==> src/rtl/phy_port_pkg.sv <==
package phy_port_pkg;
  localparam int WORD_W    = 32;
  localparam int PHY_AW    = 8;
  localparam int PHY_DW    = 8;
  localparam int ADDR_LSB  = 0;
  localparam int WDAT_LSB  = 8;
  localparam int RDAT_LSB  = 16;
  localparam int WR_BIT    = 24;
  localparam int RD_BIT    = 25;
  localparam int ACK_BIT   = 26;
  localparam int USED_BITS = ACK_BIT + 1;

  typedef struct packed {
    logic              ack;
    logic              rd;
    logic              wr;
    logic [PHY_DW-1:0] rbyte;
    logic [PHY_DW-1:0] wbyte;
    logic [PHY_AW-1:0] addr;
  } port_word_t;
endpackage

==> src/rtl/phy_cmd_arbiter.sv <==
module phy_cmd_arbiter (
  input  logic bus_wr,
  input  logic new_wr,
  input  logic new_rd,
  input  logic old_wr,
  input  logic old_rd,
  input  logic busy,
  output logic issue_wr,
  output logic issue_rd
);
  logic wr_rise;
  logic rd_rise;

  always_comb begin
    wr_rise  = new_wr & ~old_wr;
    rd_rise  = new_rd & ~old_rd;
    issue_wr = bus_wr & ~busy & wr_rise;
    issue_rd = bus_wr & ~busy & rd_rise & ~wr_rise;
  end
endmodule

==> src/rtl/phy_port_slave.sv <==
module phy_port_slave
  import phy_port_pkg::*;
(
  input  logic              clk,
  input  logic              rst_n,
  input  logic              bus_wr,
  input  logic [WORD_W-1:0] bus_wdata,
  output logic [WORD_W-1:0] bus_rdata,
  input  logic [PHY_DW-1:0] rd_byte,
  output logic [PHY_AW-1:0] cmd_addr,
  output logic [PHY_DW-1:0] cmd_wdata,
  output logic              wr_stb,
  output logic              rd_stb
);
  port_word_t        word_q, word_d;
  logic              wstb_q, wstb_d;
  logic              rstb_q, rstb_d;
  logic [PHY_AW-1:0] caddr_q, caddr_d;
  logic [PHY_DW-1:0] cwd_q, cwd_d;
  logic              busy;
  logic              issue_wr;
  logic              issue_rd;
  logic              strobing;
  logic [PHY_AW-1:0] in_addr;
  logic [PHY_DW-1:0] in_wbyte;
  logic              in_wr;
  logic              in_rd;

  always_comb begin
    in_addr  = bus_wdata[ADDR_LSB +: PHY_AW];
    in_wbyte = bus_wdata[WDAT_LSB +: PHY_DW];
    in_wr    = bus_wdata[WR_BIT];
    in_rd    = bus_wdata[RD_BIT];
    strobing = wstb_q | rstb_q;
    busy     = word_q.ack | strobing;
  end

  phy_cmd_arbiter u_arb (
    .bus_wr   (bus_wr),
    .new_wr   (in_wr),
    .new_rd   (in_rd),
    .old_wr   (word_q.wr),
    .old_rd   (word_q.rd),
    .busy     (busy),
    .issue_wr (issue_wr),
    .issue_rd (issue_rd)
  );

  always_comb begin
    word_d  = word_q;
    caddr_d = caddr_q;
    cwd_d   = cwd_q;
    wstb_d  = 1'b0;
    rstb_d  = 1'b0;
    if (strobing) begin
      word_d.ack = 1'b1;
    end
    if (rstb_q) begin
      word_d.rbyte = rd_byte;
    end
    if (bus_wr) begin
      word_d.addr  = in_addr;
      word_d.wbyte = in_wbyte;
      word_d.wr    = in_wr;
      word_d.rd    = in_rd;
      if (!in_wr && !in_rd && !strobing) begin
        word_d.ack = 1'b0;
      end
    end
    if (issue_wr) begin
      wstb_d  = 1'b1;
      caddr_d = in_addr;
      cwd_d   = in_wbyte;
    end else if (issue_rd) begin
      rstb_d  = 1'b1;
      caddr_d = in_addr;
    end
  end

  always_ff @(posedge clk or negedge rst_n) begin
    if (!rst_n) begin
      word_q  <= '0;
      wstb_q  <= 1'b0;
      rstb_q  <= 1'b0;
      caddr_q <= '0;
      cwd_q   <= '0;
    end else begin
      word_q <= word_d;
      wstb_q <= wstb_d;
      rstb_q <= rstb_d;
      if (issue_wr || issue_rd) begin
        caddr_q <= caddr_d;
        cwd_q   <= cwd_d;
      end
    end
  end

  always_comb begin
    bus_rdata = '0;
    bus_rdata[USED_BITS-1:0] = word_q;
  end

  assign cmd_addr  = caddr_q;
  assign cmd_wdata = cwd_q;
  assign wr_stb    = wstb_q;
  assign rd_stb    = rstb_q;
endmodule

==> src/rtl/phy_delay_regfile.sv <==
module phy_delay_regfile #(
  parameter int NUM_REGS = 9,
  parameter int AW       = 8,
  parameter int DW       = 8
) (
  input  logic          clk,
  input  logic          rst_n,
  input  logic          wr_stb,
  input  logic [AW-1:0] addr,
  input  logic [DW-1:0] wdata,
  output logic [DW-1:0] rdata
);
  logic [DW-1:0] mem_q [NUM_REGS];
  logic [DW-1:0] mem_d [NUM_REGS];

  always_comb begin
    rdata = '0;
    for (int i = 0; i < NUM_REGS; i++) begin
      if (addr == AW'(i)) begin
        rdata = mem_q[i];
      end
    end
  end

  always_comb begin
    for (int i = 0; i < NUM_REGS; i++) begin
      mem_d[i] = mem_q[i];
      if (addr == AW'(i)) begin
        mem_d[i] = wdata;
      end
    end
  end

  always_ff @(posedge clk or negedge rst_n) begin
    if (!rst_n) begin
      for (int i = 0; i < NUM_REGS; i++) begin
        mem_q[i] <= '0;
      end
    end else if (wr_stb) begin
      for (int i = 0; i < NUM_REGS; i++) begin
        mem_q[i] <= mem_d[i];
      end
    end
  end
endmodule

==> src/rtl/phy_port_bridge.sv <==
module phy_port_bridge
  import phy_port_pkg::*;
#(
  parameter int NUM_REGS = 9
) (
  input  logic              clk,
  input  logic              rst_n,
  input  logic              bus_wr,
  input  logic [WORD_W-1:0] bus_wdata,
  output logic [WORD_W-1:0] bus_rdata,
  output logic              phy_wr_stb,
  output logic              phy_rd_stb,
  output logic [PHY_AW-1:0] phy_addr,
  output logic [PHY_DW-1:0] phy_wdata,
  output logic [PHY_DW-1:0] phy_rdata
);
  logic [PHY_DW-1:0] rf_rdata;

  phy_port_slave u_slave (
    .clk       (clk),
    .rst_n     (rst_n),
    .bus_wr    (bus_wr),
    .bus_wdata (bus_wdata),
    .bus_rdata (bus_rdata),
    .rd_byte   (rf_rdata),
    .cmd_addr  (phy_addr),
    .cmd_wdata (phy_wdata),
    .wr_stb    (phy_wr_stb),
    .rd_stb    (phy_rd_stb)
  );

  phy_delay_regfile #(
    .NUM_REGS (NUM_REGS),
    .AW       (PHY_AW),
    .DW       (PHY_DW)
  ) u_regs (
    .clk    (clk),
    .rst_n  (rst_n),
    .wr_stb (phy_wr_stb),
    .addr   (phy_addr),
    .wdata  (phy_wdata),
    .rdata  (rf_rdata)
  );

  assign phy_rdata = rf_rdata;
endmodule

==> config.mk <==
export PLATFORM = sky130hd
export DESIGN_NAME = phy_port_bridge
export DESIGN_NICKNAME = d
export VERILOG_FILES = /design/src/rtl/phy_port_pkg.sv /design/src/rtl/phy_cmd_arbiter.sv /design/src/rtl/phy_port_slave.sv /design/src/rtl/phy_delay_regfile.sv /design/src/rtl/phy_port_bridge.sv
export SDC_FILE = /design/constraint.sdc
export NUM_CORES = 1
export LEC_CHECK = 0
export BUFFER_PORTS_ARGS = -buffer_cell sky130_fd_sc_hd__buf_2
export CORE_AREA = 2 2 136 138
export DETAILED_ROUTE_END_ITERATION = 16
export DIE_AREA = 0 0 138 140
export GPL_ROUTABILITY_DRIVEN = 0
export GPL_TIMING_DRIVEN = 0
export PLACE_DENSITY = 0.51
export SLEW_MARGIN = 25
export SYNTH_ARGS = -nofsm -noshare
export SYNTH_HDL_FRONTEND = slang
export SYNTH_SLANG_ARGS = --single-unit
==> constraint.sdc <==
create_clock -name clk -period 2.5 [get_ports clk]
set_input_delay 0.125 -clock clk [delete_from_list [all_inputs] [get_ports clk]]
set_output_delay 0.125 -clock clk [all_outputs]
set_load 0.02 [all_outputs]
==> flow_summary.ini <==
[run_status]
status = complete, no violations

[worst_setup_path]
end_kind = output pin
cpPeakStageDelay_ps = 520
path_class = flop to output pin
worstPathCellList = clkbuf_4 -> mux4_2 -> o32ai_2 -> buf_2
cp.required_ps = 2380
cp.arrival_ps = 2260
crit_family = buffers and inverters
worstPathBufferInverterCount = 2
slowest_stage = mux4_2
start_kind = flop
cp_max_fo = 10

[routing]
first_pass_iters = 4
postRouteWirelength_mm = 12.97
ant_nets = 0
drtIter0Drc = 225
avgViaCountPerCell = 4.714
wire_per_inst_um = 17.22
via_count = 3550
drc = 0

[global_route]
use_met2_pct = 22.98
grt_max_degree = 76
grt.met1_usage_pct = 18.17
grt_pass1_wl_mm = 21.03
antenna_found_initial = 0
grt_use_total_pct = 13.99
gr-usage-met3_pct = 2.803
grt_overflow_total = 0
first_global_vias = 3849
top_usage_layer = met2

[sta]
clock_skew_ps = 10.47
tightest_slew_ps = 770.6
rsz0062_at_grt = true
slew_violations = 0
slew_headroom_pct = 48.28
max_freq_mhz = 419.7
finalCritPeriodShare_pct = 95.30
hold_viol = 0
fin_hold_ws_ps = 199.9
min_period_ps = 2382
setup_violations = 0

[synth]
netlist_area_um2 = 5305
ys_types = 40
synthArstFlopShare_pct = 100.0
syn_area_per_cell_um2 = 13.46
ys_seq_area_share_pct = 55.19
synth_edf_count = 0
synthCells = 394
yosysWarnings = 0
ys.flop_type = dfrtp_1
ys_seq_elements = 117

[final_layout]
utilization_pct = 39.09
most-common-layout-cells = dfrtp_1 (116), mux2_2 (107), buf_2 (73), dlygate4sd3_1 (19), clkbuf_16 (17)
finalNetCount = 546
drive_gt1_share_pct = 48.85
diodes = 0
final_area_um2 = 6950
synthToLayoutAreaGrowth_pct = 31.01
layout_commonest_cell = dfrtp_1
fillerInstances = 1738

[place]
io_buffers = 73
hpwlAfterDp_mm = 9.120
placed_area_um2 = 6006

[clock_network]
clkLatencyLatePin_ps = 410
cts.sinks = 117
cts_max_level = 4
cts.clk_slew.worst_paths_ps = 60
numCtsBuffers = 17
cts_tree = yes
cts-root-buf = clkbuf_16
cts.path.max_buffers = 2

[floorplan]
die_x_um = 138
io_pins = 93
die_y_um = 140
start_util_pct = 29.84
dieArea_um2 = 19320
rows = 49
core_area_um2 = 17780

[power_and_ir_drop]
max-vdd-ir-drop_mv = 0.5387
pwr-share-seq_pct = 37.0
switching_power_uw = 2483
swShare_pct = 34.53
p_int_uw = 4709
p_per_area_nw_per_um2 = 1035
clkPwrFrac_pct = 35.4
power_frac_comb_pct = 27.6
p_leak_uw = 0.003298

[hold_path]
holdCritPathClass = input port to asynchronous set/reset pin

[job]
max-cap-violations = 0
-- synthesized netlist by cell type, types with 2 or more instances --
cell,n,share of area [%]
a2111o_1,2,0.42
a211oi_1,5,0.71
a21oi_1,4,0.38
a22o_1,5,0.83
a22oi_1,5,0.71
a2bb2oi_1,5,0.83
a31oi_1,7,0.83
and3_1,2,0.24
and3b_1,2,0.33
buf_2,6,0.57
buf_4,7,0.99
clkbuf_1,14,0.99
dfrtp_1,117,55
inv_1,7,0.50
mux2_2,107,23
mux2i_1,12,2.3
mux4_2,3,1.3
nand2_1,13,0.92
nand2b_1,6,0.71
nor2_1,11,0.78
nor2_2,2,0.24
nor2b_1,11,1.3
nor3_2,3,0.57
nor3_4,2,0.61
nor3b_4,2,0.71
o211ai_1,10,1.4
o21ai_0,8,0.75
o22ai_1,4,0.47
-- kinds of logic after synthesis --
kind of cell	share of synthesized area, %
buf+inv	3.113
flops	55.19
compound gates	7.924
mux	26.25
simple gates	7.453
other cells	0.07069
-- flip-flops by register name, summed over array words and instances, names as in the netlist --
register	cells
u_regs.mem_q	72
u_slave.wr_stb	1
u_slave.cmd_wdata	8
u_slave.rd_stb	1
u_slave.bus_rdata	27
u_slave.cmd_addr	8
-- timing repair --
| item | CTS | global route |
|---|---|---|
| gates resized for setup | 14 | 11 |
| hold buffers | 19 | 0 |
| endpoints found under the hold margin | 76 | 0 |
| endpoints found under the setup margin | 40 | 28 |
| setup buffers | 1 | 4 |
| pin swaps | 0 | 1 |
-- layout make-up --
type	instances	area (um2)	area share, %
clock buffers	19	442.9	6.373
clock inverters	13	180.2	2.592
inverters	7	26.28	0.3780
flip-flops and latches	117	2929	42.14
multi-input cells	246	2261	32.53
repair buffers	98	666.9	9.595
well taps	229	286.5	4.122
plain buffers	24	157.7	2.268
-- power groups by stage --
| stage | Clock, uW | Combinational, uW | Sequential [uW] |
|---|---|---|---|
| after global placement | 0 | 1870 | 2630 |
| after detailed placement | 0 | 1890 | 2650 |
| after CTS | 2610 | 1960 | 2640 |
| final | 2550 | 1990 | 2660 |
| after global routing | 2700 | 2150 | 2720 |
| after floorplan | 0 | 1000 | 2770 |
-- final timing paths --
path                                            startpoint                         endpoint  slack [ps]  cells after the start
max                        u_slave.cmd_addr[0]$_DFFE_PN0P_                     phy_rdata[2]         120                      4
min                                                  rst_n  u_slave.cmd_addr[7]$_DFFE_PN0P_         200                      2
max reg2reg                u_slave.cmd_addr[7]$_DFFE_PN0P_     u_regs.mem_q[53]$_DFFE_PN0P_         190                      5
min reg2reg                   u_regs.mem_q[19]$_DFFE_PN0P_     u_regs.mem_q[19]$_DFFE_PN0P_         500                      1
max in group asynchronous                            rst_n     u_regs.mem_q[61]$_DFFE_PN0P_        1570                      3
min in group clk                                    bus_wr         u_slave.rd_stb$_DFF_PN0_         200                      3
-- metrics by stage --
| stage | instances | setup slack, ps | power, uW | setup TNS, ps |
|---|---|---|---|---|
| finish | 753 | 117.6 | 7193 | 0 |
| global route | 753 | -4.496 | 7570 | -6.914 |
| CTS | 751 | 9.861 | 7210 | 0 |
| detailed placement | 701 | -102.0 | 4546 | -1280 |
| global placement | 700 | -156.4 | 4497 | -18010 |
| floorplan | 398 | 188.1 | 3769 | 0 |
-- routing by layer --
metal  share of wire, %  up-vias
met3                3.1       12
li1                   -     1671
met2                 49       66
met5                  0        -
met4                1.4        0
met1                 47     1801
Power figures use the tool's default switching activity.
